**config.mk**
```make
export PLATFORM = sky130hd
export DESIGN_NAME = lpwake_ctrl
export DESIGN_NICKNAME = d
export VERILOG_FILES = /design/src/rtl/lpwake_pkg.sv /design/src/rtl/lpwake_elig.sv /design/src/rtl/lpwake_arb.sv /design/src/rtl/lpwake_fsm.sv /design/src/rtl/lpwake_ctrl.sv
export SDC_FILE = /design/constraint.sdc
export NUM_CORES = 1
export LEC_CHECK = 0
export BUFFER_PORTS_ARGS = -buffer_cell sky130_fd_sc_hd__buf_2
export CAP_MARGIN = 20
export CORE_UTILIZATION = 55
export DETAILED_ROUTE_END_ITERATION = 6
export GPL_TIMING_DRIVEN = 0
export HOLD_SLACK_MARGIN = 0.08
export PLACE_DENSITY = 0.94
export SYNTH_ARGS = -nofsm -noshare
export SYNTH_HDL_FRONTEND = slang
export SYNTH_SLANG_ARGS = --single-unit
```
**constraint.sdc**
```tcl
create_clock -name clk -period 27 [get_ports clk]
set_clock_uncertainty 0.1 [all_clocks]
set_input_delay 2.7 -clock clk [delete_from_list [all_inputs] [get_ports clk]]
set_output_delay 2.7 -clock clk [all_outputs]
set_load 0.01 [all_outputs]
```
**src/rtl/lpwake_pkg.sv**
```systemverilog
package lpwake_pkg;
   typedef enum logic [1:0] {
      PM_ACTIVE = 2'd0,
      PM_LIGHT  = 2'd1,
      PM_DEEP   = 2'd2
   } pmode_e;
endpackage

```
**src/rtl/lpwake_elig.sv**
```systemverilog
// Per-line eligibility against the current wake context.
module lpwake_elig #(
   parameter int                  NUM_LINES      = 16,
   parameter int                  PRIO_W         = 3,
   parameter logic [NUM_LINES-1:0] DEEP_WAKE_MASK = 16'h0005
) (
   input  logic [NUM_LINES-1:0]        req,
   input  logic [NUM_LINES-1:0]        en,
   input  logic [NUM_LINES*PRIO_W-1:0] prio_flat,
   input  logic                        ctx_deep,
   input  logic                        ctx_gate,
   input  logic [PRIO_W-1:0]           ctx_hprio,
   output logic [NUM_LINES-1:0]        elig
);
   for (genvar g = 0; g < NUM_LINES; g++) begin : g_line
      logic [PRIO_W-1:0] p;
      logic              mask_ok;
      logic              gate_ok;
      assign p       = prio_flat[g*PRIO_W +: PRIO_W];
      assign mask_ok = !ctx_deep || DEEP_WAKE_MASK[g];
      assign gate_ok = !ctx_gate || (p > ctx_hprio);
      assign elig[g] = req[g] && en[g] && mask_ok && gate_ok;
   end
endmodule

```
**src/rtl/lpwake_arb.sv**
```systemverilog
// Picks the most urgent eligible line; ties resolve to the lowest index.
module lpwake_arb #(
   parameter int NUM_LINES = 16,
   parameter int PRIO_W    = 3,
   localparam int IDX_W    = $clog2(NUM_LINES)
) (
   input  logic [NUM_LINES-1:0]        elig,
   input  logic [NUM_LINES*PRIO_W-1:0] prio_flat,
   output logic                        any,
   output logic [IDX_W-1:0]            win_idx,
   output logic [PRIO_W-1:0]           win_prio
);
   always_comb begin
      any      = 1'b0;
      win_idx  = '0;
      win_prio = '0;
      for (int i = 0; i < NUM_LINES; i++) begin
         if (elig[i] && (!any || prio_flat[i*PRIO_W +: PRIO_W] > win_prio)) begin
            any      = 1'b1;
            win_idx  = IDX_W'(i);
            win_prio = prio_flat[i*PRIO_W +: PRIO_W];
         end
      end
   end
endmodule

```
**src/rtl/lpwake_fsm.sv**
```systemverilog
// Power-mode state, latched sleep context and registered wake outputs.
module lpwake_fsm
   import lpwake_pkg::*;
#(
   parameter int PRIO_W = 3,
   parameter int IDX_W  = 4
) (
   input  logic              clk,
   input  logic              rst_n,
   input  logic              sleep_req,
   input  logic              sleep_deep,
   input  logic              sleep_in_hdl,
   input  logic [PRIO_W-1:0] sleep_hprio,
   input  logic              hit,
   input  logic              nmi,
   input  logic [IDX_W-1:0]  win_idx,
   output pmode_e            mode,
   output logic              ctx_deep,
   output logic              ctx_gate,
   output logic [PRIO_W-1:0] ctx_hprio,
   output logic              wake_pulse,
   output logic [IDX_W-1:0]  wake_src,
   output logic              wake_nmi
);
   pmode_e            mode_q;
   logic              hdl_q;
   logic [PRIO_W-1:0] hprio_q;
   logic              is_active;

   assign is_active = (mode_q == PM_ACTIVE);
   assign ctx_deep  = is_active ? sleep_deep   : (mode_q == PM_DEEP);
   assign ctx_gate  = is_active ? sleep_in_hdl : hdl_q;
   assign ctx_hprio = is_active ? sleep_hprio  : hprio_q;
   assign mode      = mode_q;

   always_ff @(posedge clk or negedge rst_n) begin
      if (!rst_n) begin
         mode_q     <= PM_ACTIVE;
         hdl_q      <= 1'b0;
         hprio_q    <= '0;
         wake_pulse <= 1'b0;
         wake_src   <= '0;
         wake_nmi   <= 1'b0;
      end else begin
         wake_pulse <= 1'b0;
         if (is_active) begin
            if (sleep_req && !hit) begin
               mode_q  <= sleep_deep ? PM_DEEP : PM_LIGHT;
               hdl_q   <= sleep_in_hdl;
               hprio_q <= sleep_hprio;
            end
         end else if (hit) begin
            mode_q     <= PM_ACTIVE;
            hdl_q      <= 1'b0;
            hprio_q    <= '0;
            wake_pulse <= 1'b1;
            wake_nmi   <= nmi;
            wake_src   <= nmi ? '0 : win_idx;
         end
      end
   end

   assert_single_pulse_R8: assert property (@(posedge clk) disable iff (!rst_n)
      wake_pulse |=> !wake_pulse);
   assert_pulse_active_R8: assert property (@(posedge clk) disable iff (!rst_n)
      wake_pulse |-> mode_q == PM_ACTIVE);
   assert_reject_R9: assert property (@(posedge clk) disable iff (!rst_n)
      (is_active && sleep_req && hit) |=> (mode_q == PM_ACTIVE && !wake_pulse));
   assert_ctx_hold_R10: assert property (@(posedge clk) disable iff (!rst_n)
      (!is_active && !hit) |=> ($stable(mode_q) && $stable(hdl_q) && $stable(hprio_q)));
   assert_entry_from_active_R2: assert property (@(posedge clk) disable iff (!rst_n)
      (mode_q != $past(mode_q) && mode_q != PM_ACTIVE) |-> $past(mode_q) == PM_ACTIVE);
endmodule

```
**src/rtl/lpwake_ctrl.sv**
```systemverilog
module lpwake_ctrl
   import lpwake_pkg::*;
#(
   parameter int                   NUM_LINES      = 16,
   parameter int                   PRIO_W         = 3,
   parameter logic [NUM_LINES-1:0] DEEP_WAKE_MASK = 16'h0005
) (
   input  logic                           clk,
   input  logic                           rst_n,
   input  logic [NUM_LINES-1:0]           irq_req,
   input  logic [NUM_LINES-1:0]           irq_en,
   input  logic [NUM_LINES*PRIO_W-1:0]    irq_prio,
   input  logic                           sleep_req,
   input  logic                           sleep_deep,
   input  logic                           sleep_in_hdl,
   input  logic [PRIO_W-1:0]              sleep_hprio,
   input  logic                           uv_flag_a,
   input  logic                           uv_flag_b,
   output logic [1:0]                     pwr_mode,
   output logic                           wake_pulse,
   output logic [$clog2(NUM_LINES)-1:0]   wake_src,
   output logic                           wake_nmi
);
   localparam int IDX_W = $clog2(NUM_LINES);

   if (NUM_LINES < 2 || NUM_LINES > 64) begin : g_bad_lines
      $error("lpwake_ctrl: NUM_LINES must lie in 2..64");
   end
   if (PRIO_W < 1 || PRIO_W > 8) begin : g_bad_prio
      $error("lpwake_ctrl: PRIO_W must lie in 1..8");
   end

   pmode_e             mode;
   logic               ctx_deep, ctx_gate;
   logic [PRIO_W-1:0]  ctx_hprio;
   logic [NUM_LINES-1:0] elig;
   logic               any;
   logic [IDX_W-1:0]   win_idx;
   logic [PRIO_W-1:0]  win_prio;
   logic               nmi;
   logic               hit;

   assign nmi = uv_flag_a | uv_flag_b;
   assign hit = nmi | any;

   lpwake_elig #(.NUM_LINES(NUM_LINES), .PRIO_W(PRIO_W), .DEEP_WAKE_MASK(DEEP_WAKE_MASK)) u_elig (
      .req(irq_req), .en(irq_en), .prio_flat(irq_prio),
      .ctx_deep(ctx_deep), .ctx_gate(ctx_gate), .ctx_hprio(ctx_hprio), .elig(elig));

   lpwake_arb #(.NUM_LINES(NUM_LINES), .PRIO_W(PRIO_W)) u_arb (
      .elig(elig), .prio_flat(irq_prio), .any(any), .win_idx(win_idx), .win_prio(win_prio));

   lpwake_fsm #(.PRIO_W(PRIO_W), .IDX_W(IDX_W)) u_fsm (
      .clk(clk), .rst_n(rst_n), .sleep_req(sleep_req), .sleep_deep(sleep_deep),
      .sleep_in_hdl(sleep_in_hdl), .sleep_hprio(sleep_hprio), .hit(hit), .nmi(nmi),
      .win_idx(win_idx), .mode(mode), .ctx_deep(ctx_deep), .ctx_gate(ctx_gate),
      .ctx_hprio(ctx_hprio), .wake_pulse(wake_pulse), .wake_src(wake_src), .wake_nmi(wake_nmi));

   assign pwr_mode = mode;

   assert_deep_mask_R4: assert property (@(posedge clk) disable iff (!rst_n)
      (wake_pulse && !wake_nmi && $past(pwr_mode) == 2'd2)
         |-> ((DEEP_WAKE_MASK >> wake_src) & NUM_LINES'(1)) != '0);
   assert_gate_R5: assert property (@(posedge clk) disable iff (!rst_n)
      (wake_pulse && !wake_nmi && $past(ctx_gate)) |-> $past(win_prio) > $past(ctx_hprio));
   assert_src_enabled_R3: assert property (@(posedge clk) disable iff (!rst_n)
      (wake_pulse && !wake_nmi)
         |-> (($past(irq_req & irq_en) >> wake_src) & NUM_LINES'(1)) != '0);
   assert_nmi_wins_R7: assert property (@(posedge clk) disable iff (!rst_n)
      (pwr_mode != 2'd0 && nmi) |=> (wake_pulse && wake_nmi && wake_src == '0));
endmodule

```
==> impl_metrics.json, run 1 <==
{
  "outcome": "complete, no violations",
  "grt-ovfl-total": 0,
  "drt-total-wl_um": 12800,
  "cts_buffers": 3,
  "die_h_um": 83.4,
  "tightest_slew_ns": 1.13,
  "cp.required_ns": 27.02,
  "period_share_pct": 97.0,
  "reg2reg_to": "u_fsm.wake_src[2]",
  "critPathTopFamily": "compound AO/OA/AOI/OAI gates",
  "slew_headroom_pct": 24.5,
  "hold_violations": 0,
  "drc": 0,
  "dp_hpwl_um": 9010,
  "hp-class": "register to register",
  "grt_util_all_layers_pct": 32.1,
  "r2r_cells": 130,
  "ant_nets": 0,
  "path_class": "input pin to register",
  "synth_fp_nets": 649,
  "die_x_um": 83.4,
  "synth_area_leader_cell": "ha_1",
  "synth_edf_count": 0,
  "start_util_pct": 57.1,
  "antennaDiodeCount": 0,
  "ir_worst_vdd_mv": 0.0323,
  "drtPass1Iterations": 5,
  "clkLatencyLatePin_ns": 0.24,
  "r2r_start": "u_fsm.mode[0]",
  "crit_start": "sleep_hprio[0]",
  "yosysWarnings": 0,
  "path_buf_inv": 8,
  "setup.worst_path.end_class": "register",
  "cts_max_level": 1,
  "numPortBuffers": 97,
  "synth_seq_area_share_pct": 8.24,
  "synth_seq_cells": 12,
  "ys_types": 77,
  "ff2ff_setup_slack_ns": 2.34,
  "slew_viol_final": 0,
  "grt_max_degree": 17,
  "core_mm2": 0.00639,
  "synth-async-reset-ratio_pct": 100,
  "grt_pass1_wl_um": 18900,
  "wl_per_cell_um": 18.4,
  "syn_avg_cell_area_um2": 7.22,
  "fin_crit_ns": 26.18,
  "root_buffer": "clkbuf_8",
  "mappedNetlistArea_mm2": 0.00364,
  "utilization_pct": 72.5,
  "synth_area_leaders": "ha_1, dfrtp_1, a21oi_1, nor2_1, inv_1",
  "cp.depth": 128,
  "nets": 765,
  "slowest_delay_ns": 0.47,
  "cts_tree": "done",
  "post_drt_via_cell_ratio": 6.95,
  "min_from": "u_fsm.hprio_q[0]",
  "antenna_found_initial": 0,
  "num_vias": 4837,
  "cts_sinks": 12,
  "power_mw": 0.201,
  "netlist.area_leader.share_pct": 18.5,
  "io_pins": 98,
  "worstSetupStartpointType": "input pin",
  "cp_max_fo": 16,
  "max-cap-violations": 0,
  "power_leakage_nw": 2.22,
  "power_density_mw_per_mm2": 43.3,
  "cpMaxStageDelayCell": "or3_4",
  "drive_above_1_share_pct": 30.2,
  "crit_path_end": "u_fsm.wake_src[2]",
  "fmax_mhz": 38.2,
  "syn_inst": 505,
  "gp_congestion": 0.996,
  "grt_pass1_vias": 4339,
  "clkTransAtPathRegs_ns": 0.05,
  "drt_iter0_markers": 521,
  "setup_viol": 0,
  "arrival_ns": 26.21,
  "dieArea_mm2": 0.00696,
  "std_cell_rows": 29,
  "area_growth_pct": 27.1,
  "ys.flop_type": "dfrtp_1",
  "cts_buffer_depth": 2
}
-- worst min-delay path, stage by stage, from the launching register on --
cell,delay (ns)
dfrtp_1,0.34
nand2_1,0.05
nand2_1,0.05
-- metrics by stage --
step           setup slack [ns]  instances  hold slack [ns]  cell area, µm²  TNS [ns]
5_1_grt                  -0.582        696            0.405            4630     -1.65
2_1_floorplan              2.60        505            0.339            3640         0
6_report                  0.816        696            0.380            4630         0
4_1_cts                  0.0195        682            0.378            4280         0
3_3_place_gp             0.0278        679            0.352            4230         0
3_5_place_dp             -0.694        679            0.369            4230     -1.99
-- flip-flops by register name, summed over array words and instances (netlist names) --
name / flops
u_fsm.hdl_q: 1
u_fsm.mode: 2
u_fsm.wake_nmi: 1
u_fsm.wake_pulse: 1
u_fsm.hprio_q: 3
u_fsm.wake_src: 4
-- final cells by class --
cell class | instances | area (µm²)
Clock buffer | 3 | 41.3
Tap cell | 77 | 96.3
Buffer | 13 | 92.6
Multi-Input combinational cell | 432 | 3330
Fill cell | 481 | 1750
Sequential cell | 12 | 300
Inverter | 47 | 176
Timing Repair Buffer | 112 | 598
-- timing repair --
| item | CTS | global route |
|---|---|---|
| buffers inserted | 0 | 15 |
| endpoints found under the hold margin | 0 | 0 |
| endpoints found under the setup margin | 4 | 4 |
| resized for setup | 5 | 54 |
| pin swaps | 0 | 15 |
| hold buffers | 0 | 0 |
-- cells in the mapped netlist, types with 4 or more instances --
| library cell | n |
|---|---|
| o21ai_1 | 4 |
| dfrtp_1 | 12 |
| a31oi_1 | 16 |
| ha_1 | 54 |
| a21o_1 | 13 |
| and2_1 | 6 |
| and3_1 | 6 |
| nor2b_1 | 8 |
| nor3_1 | 15 |
| o21a_1 | 5 |
| nor2_1 | 52 |
| buf_6 | 4 |
| o221ai_1 | 6 |
| o31ai_1 | 6 |
| buf_2 | 5 |
| inv_1 | 47 |
| or2_2 | 4 |
| nand2_1 | 33 |
| nand2b_1 | 5 |
| a22o_1 | 4 |
| o2111ai_1 | 7 |
| o22ai_1 | 4 |
| a22oi_1 | 4 |
| clkbuf_1 | 5 |
| o211ai_1 | 5 |
| nor4_1 | 4 |
| o21ai_0 | 27 |
| a21oi_1 | 46 |
| nand3_1 | 14 |
| maj3_1 | 13 |
-- how the worst min path moves through the flow --
stage	to	cells after the start
after global routing	u_fsm.hprio_q[0]	2
after global placement	u_fsm.hprio_q[0]	2
after CTS	u_fsm.hprio_q[0]	2
final	u_fsm.hprio_q[0]	2
after floorplan	u_fsm.hprio_q[0]	2
after detailed placement	u_fsm.hprio_q[0]	2
-- cell families after synthesis --
logic type / share of synthesized area [%]
simple gates: 22.9
fa+ha+maj: 22.1
compound gates: 38.0
buf+inv: 7.28
mux: 1.48
flops: 8.24
-- per-layer routing --
layer / vias to the layer above / track usage, % / routed length [µm]
li1: 2166 / - / -
met1: 2218 / 39.3 / 4730
met2: 371 / 55.0 / 6130
met3: 82 / 4.87 / 1350
met4: 0 / 15.0 / 582
met5: - / 0 / 0
-- power breakdown --
group | switching [mW] | total [mW] | leakage [nW] | internal (mW)
registers | 0.00521 | 0.0288 | 0.156 | 0.0236
logic | 0.0883 | 0.156 | 2.05 | 0.0673
clock network | 0.00636 | 0.0162 | 0.0216 | 0.00981
-- cell usage in the layout (no fill, tap or decap), drive strengths merged, types with 3 or more instances in the layout --
| cell type | count |
|---|---|
| and2 | 6 |
| a21o | 13 |
| nand4 | 3 |
| inv | 47 |
| a21oi | 46 |
| maj3 | 13 |
| o221ai | 7 |
| a22o | 4 |
| o2111ai | 7 |
| a22oi | 4 |
| o21a | 5 |
| ha | 54 |
| o21ai | 33 |
| buf | 122 |
| nand2b | 5 |
| o32a | 3 |
| clkbuf | 6 |
| a32oi | 3 |
| nor4 | 4 |
| a211oi | 5 |
| and3 | 6 |
| o211ai | 5 |
| nor2 | 54 |
| o31ai | 6 |
| a2111oi | 3 |
| or2 | 5 |
| nand3 | 15 |
| o22ai | 4 |
| or3 | 3 |
| a31oi | 18 |
| mux2 | 3 |
| nand2 | 33 |
| nor3 | 15 |
| nor2b | 8 |
| dfrtp | 12 |
Power figures use the tool's default switching activity.
==> run 2, diff against run 1 <==
Settings changed: ABC_AREA from default to 1, CORE_UTILIZATION 55 to 54.
==> impl_metrics.json, run 2 <==
{
  "area_growth_pct": 18.7,
  "cts_tree": "done",
  "synth_fp_nets": 718,
  "finalSetupTns_ns": 0,
  "r2r_start": "u_fsm.mode[1]",
  "synth-async-reset-ratio_pct": 100,
  "fmax_mhz": 45.1,
  "die_x_um": 81.3,
  "wl_per_cell_um": 12.3,
  "num_vias": 4189,
  "power_density_mw_per_mm2": 86.2,
  "ys_types": 33,
  "slowest_delay_ns": 0.54,
  "outcome": "complete, no violations",
  "ff2ff_setup_slack_ns": 6.67,
  "grt_max_degree": 17,
  "period_share_pct": 82.2,
  "root_buffer": "clkbuf_8",
  "yosysWarnings": 0,
  "final_common_cell": "nand2_1",
  "synth_seq_cells": 12,
  "cts_max_level": 1,
  "grt_util_met2_pct": 56.1,
  "drive_above_1_share_pct": 22.7,
  "syn_avg_cell_area_um2": 5.92,
  "ys.flop_type": "dfrtp_1",
  "std_cell_rows": 28,
  "power_mw": 0.348,
  "power_leakage_nw": 2.44,
  "cp.required_ns": 27.03,
  "grt_use_met1_pct": 30.9,
  "synth_area_leader_cell": "ha_1",
  "postCtsHoldBufs": 0,
  "cp_max_fo": 16,
  "grt_pass1_wl_um": 15100,
  "post_drt_via_cell_ratio": 5.59,
  "dp_hpwl_um": 7770,
  "slew_headroom_pct": 46.0,
  "fin_crit_ns": 22.18,
  "r2r_cells": 141,
  "start_util_pct": 56.7,
  "drtPass1Iterations": 5,
  "min_from": "u_fsm.wake_src[1]",
  "syn_inst": 574,
  "die_h_um": 81.3,
  "reg2reg_to": "u_fsm.wake_src[2]",
  "dieArea_mm2": 0.00662,
  "antennaDiodeCount": 0,
  "use_met3_pct": 1.57,
  "max-cap-violations": 0,
  "crit_path_frequent_cell": "nand2_1",
  "postCtsSetupBuffers": 0,
  "slew_viol_final": 0,
  "yosysMostFrequentCell": "nand2_1",
  "antenna_found_initial": 0,
  "cts_buffer_depth": 2,
  "worstSetupStartpointType": "input pin",
  "grt_util_all_layers_pct": 28.1,
  "numPortBuffers": 97,
  "clkLatencyLatePin_ns": 0.24,
  "largest-register": "u_fsm.wake_src",
  "arrival_ns": 22.21,
  "min_to": "u_fsm.wake_src[1]",
  "fill_cells": 572,
  "tightest_slew_ns": 0.808,
  "drt_iter0_markers": 212,
  "rsz0062_at_grt": "no",
  "cts_resized": 0,
  "synth_area_leaders": "ha_1, nand2_1, dfrtp_1, inv_1, o21ai_0",
  "hp-class": "register to register",
  "holdPathStages": 2,
  "grt-ovfl-total": 0,
  "core_mm2": 0.00599,
  "cpMaxStageDelayCell": "ha_1",
  "mappedNetlistArea_mm2": 0.00340,
  "final_cell_mix": "nand2_1, buf_2, inv_1",
  "path_class": "input pin to register",
  "hold_violations": 0,
  "synth_edf_count": 0,
  "synth_common_cells": "nand2_1, inv_1, o21ai_0",
  "gp_congestion": 0.890,
  "ant_nets": 0,
  "cts_buffers": 3,
  "io_pins": 98,
  "drc": 0,
  "nets": 820,
  "synth_seq_area_share_pct": 8.83,
  "netlist.area_leader.share_pct": 19.9,
  "cts_sinks": 12,
  "setup.worst_path.end_class": "register",
  "largest_register_ffs": 4,
  "ir_worst_vdd_mv": 0.0400,
  "grt_pass1_vias": 3839,
  "drt-total-wl_um": 9230,
  "clkTransAtPathRegs_ns": 0.05,
  "busiest_layer": "met2",
  "setup_viol": 0
}
-- run 2: changes by cell type in the layout (fill, tap and decap cells not counted), moves of 19 or more --
| cell | before | now |
|---|---|---|
| a21oi_1 | 43 | 9 |
| inv_1 | 46 | 79 |
| nand2_1 | 30 | 178 |
| nand2_2 | 2 | 21 |
| nand3_1 | 14 | 44 |
| nor2_1 | 48 | 25 |
| o21ai_0 | 22 | 59 |
-- run 2: metal layers --
layer | vias to the layer above | wire length [µm]
met2 | 144 | 4680
met4 | 0 | 197
met1 | 1892 | 3870
met3 | 19 | 479
met5 | - | 0
li1 | 2134 | -
-- run 2: metrics by stage --
step | instance area [µm²] | hold WS (ns) | instances | setup WS [ns] | util, %
final | 4030 | 0.383 | 750 | 4.82 | 67.3
after floorplan | 3400 | 0.353 | 574 | 7.85 | -
after detailed placement | 3980 | 0.371 | 746 | 4.79 | 66.4
after CTS | 4030 | 0.382 | 750 | 4.99 | 67.3
after global routing | 4030 | 0.416 | 750 | 2.61 | 67.3
after global placement | 3980 | 0.366 | 746 | 5.77 | 66.4
-- run 2: worst max path at each step --
stage | to | start | cells past startpoint | slack (ns)
6_report | u_fsm.wake_src[2] | sleep_hprio[0] | 141 | 4.82
5_1_grt | u_fsm.wake_src[2] | sleep_hprio[0] | 143 | 2.61
4_1_cts | u_fsm.wake_src[2] | sleep_hprio[0] | 141 | 4.99
3_5_place_dp | u_fsm.wake_src[2] | sleep_hprio[0] | 141 | 4.79
3_3_place_gp | u_fsm.wake_src[2] | sleep_hprio[0] | 143 | 5.77
2_1_floorplan | u_fsm.wake_src[2] | sleep_hprio[0] | 144 | 7.85
-- run 2: cells by family after synthesis --
group | after synthesis | synth area share, %
fa+ha+maj | 54 | 19.9
buf+inv | 87 | 9.68
compound gates | 112 | 19.5
flops | 12 | 8.83
simple gates | 309 | 42.1
-- run 2: area by class of cell --
class                      instances  area [µm²]  share of cell area [%]
buffer                             5        21.3                   0.527
sequential                        12         300                    7.44
tap                               75        93.8                    2.33
clock buffer                       4        55.1                    1.36
multi-input combinational        475        2770                    68.7
inverter                          82         308                    7.63
timing repair buffer              97         485                    12.0
-- run 2: where the power goes --
group          internal [mW]  total, mW  switching (mW)
combinational          0.111      0.298           0.186
clock                 0.0129     0.0191         0.00629
sequential            0.0257     0.0308         0.00518
-- run 2: critical path: cells and delay by family --
family                     cells  cell delay, ns
AOI/OAI and AO/OA             39            6.51
adders and majority gates     16            5.14
buffers and inverters         14            0.94
and+or+nand+nor               72            6.91
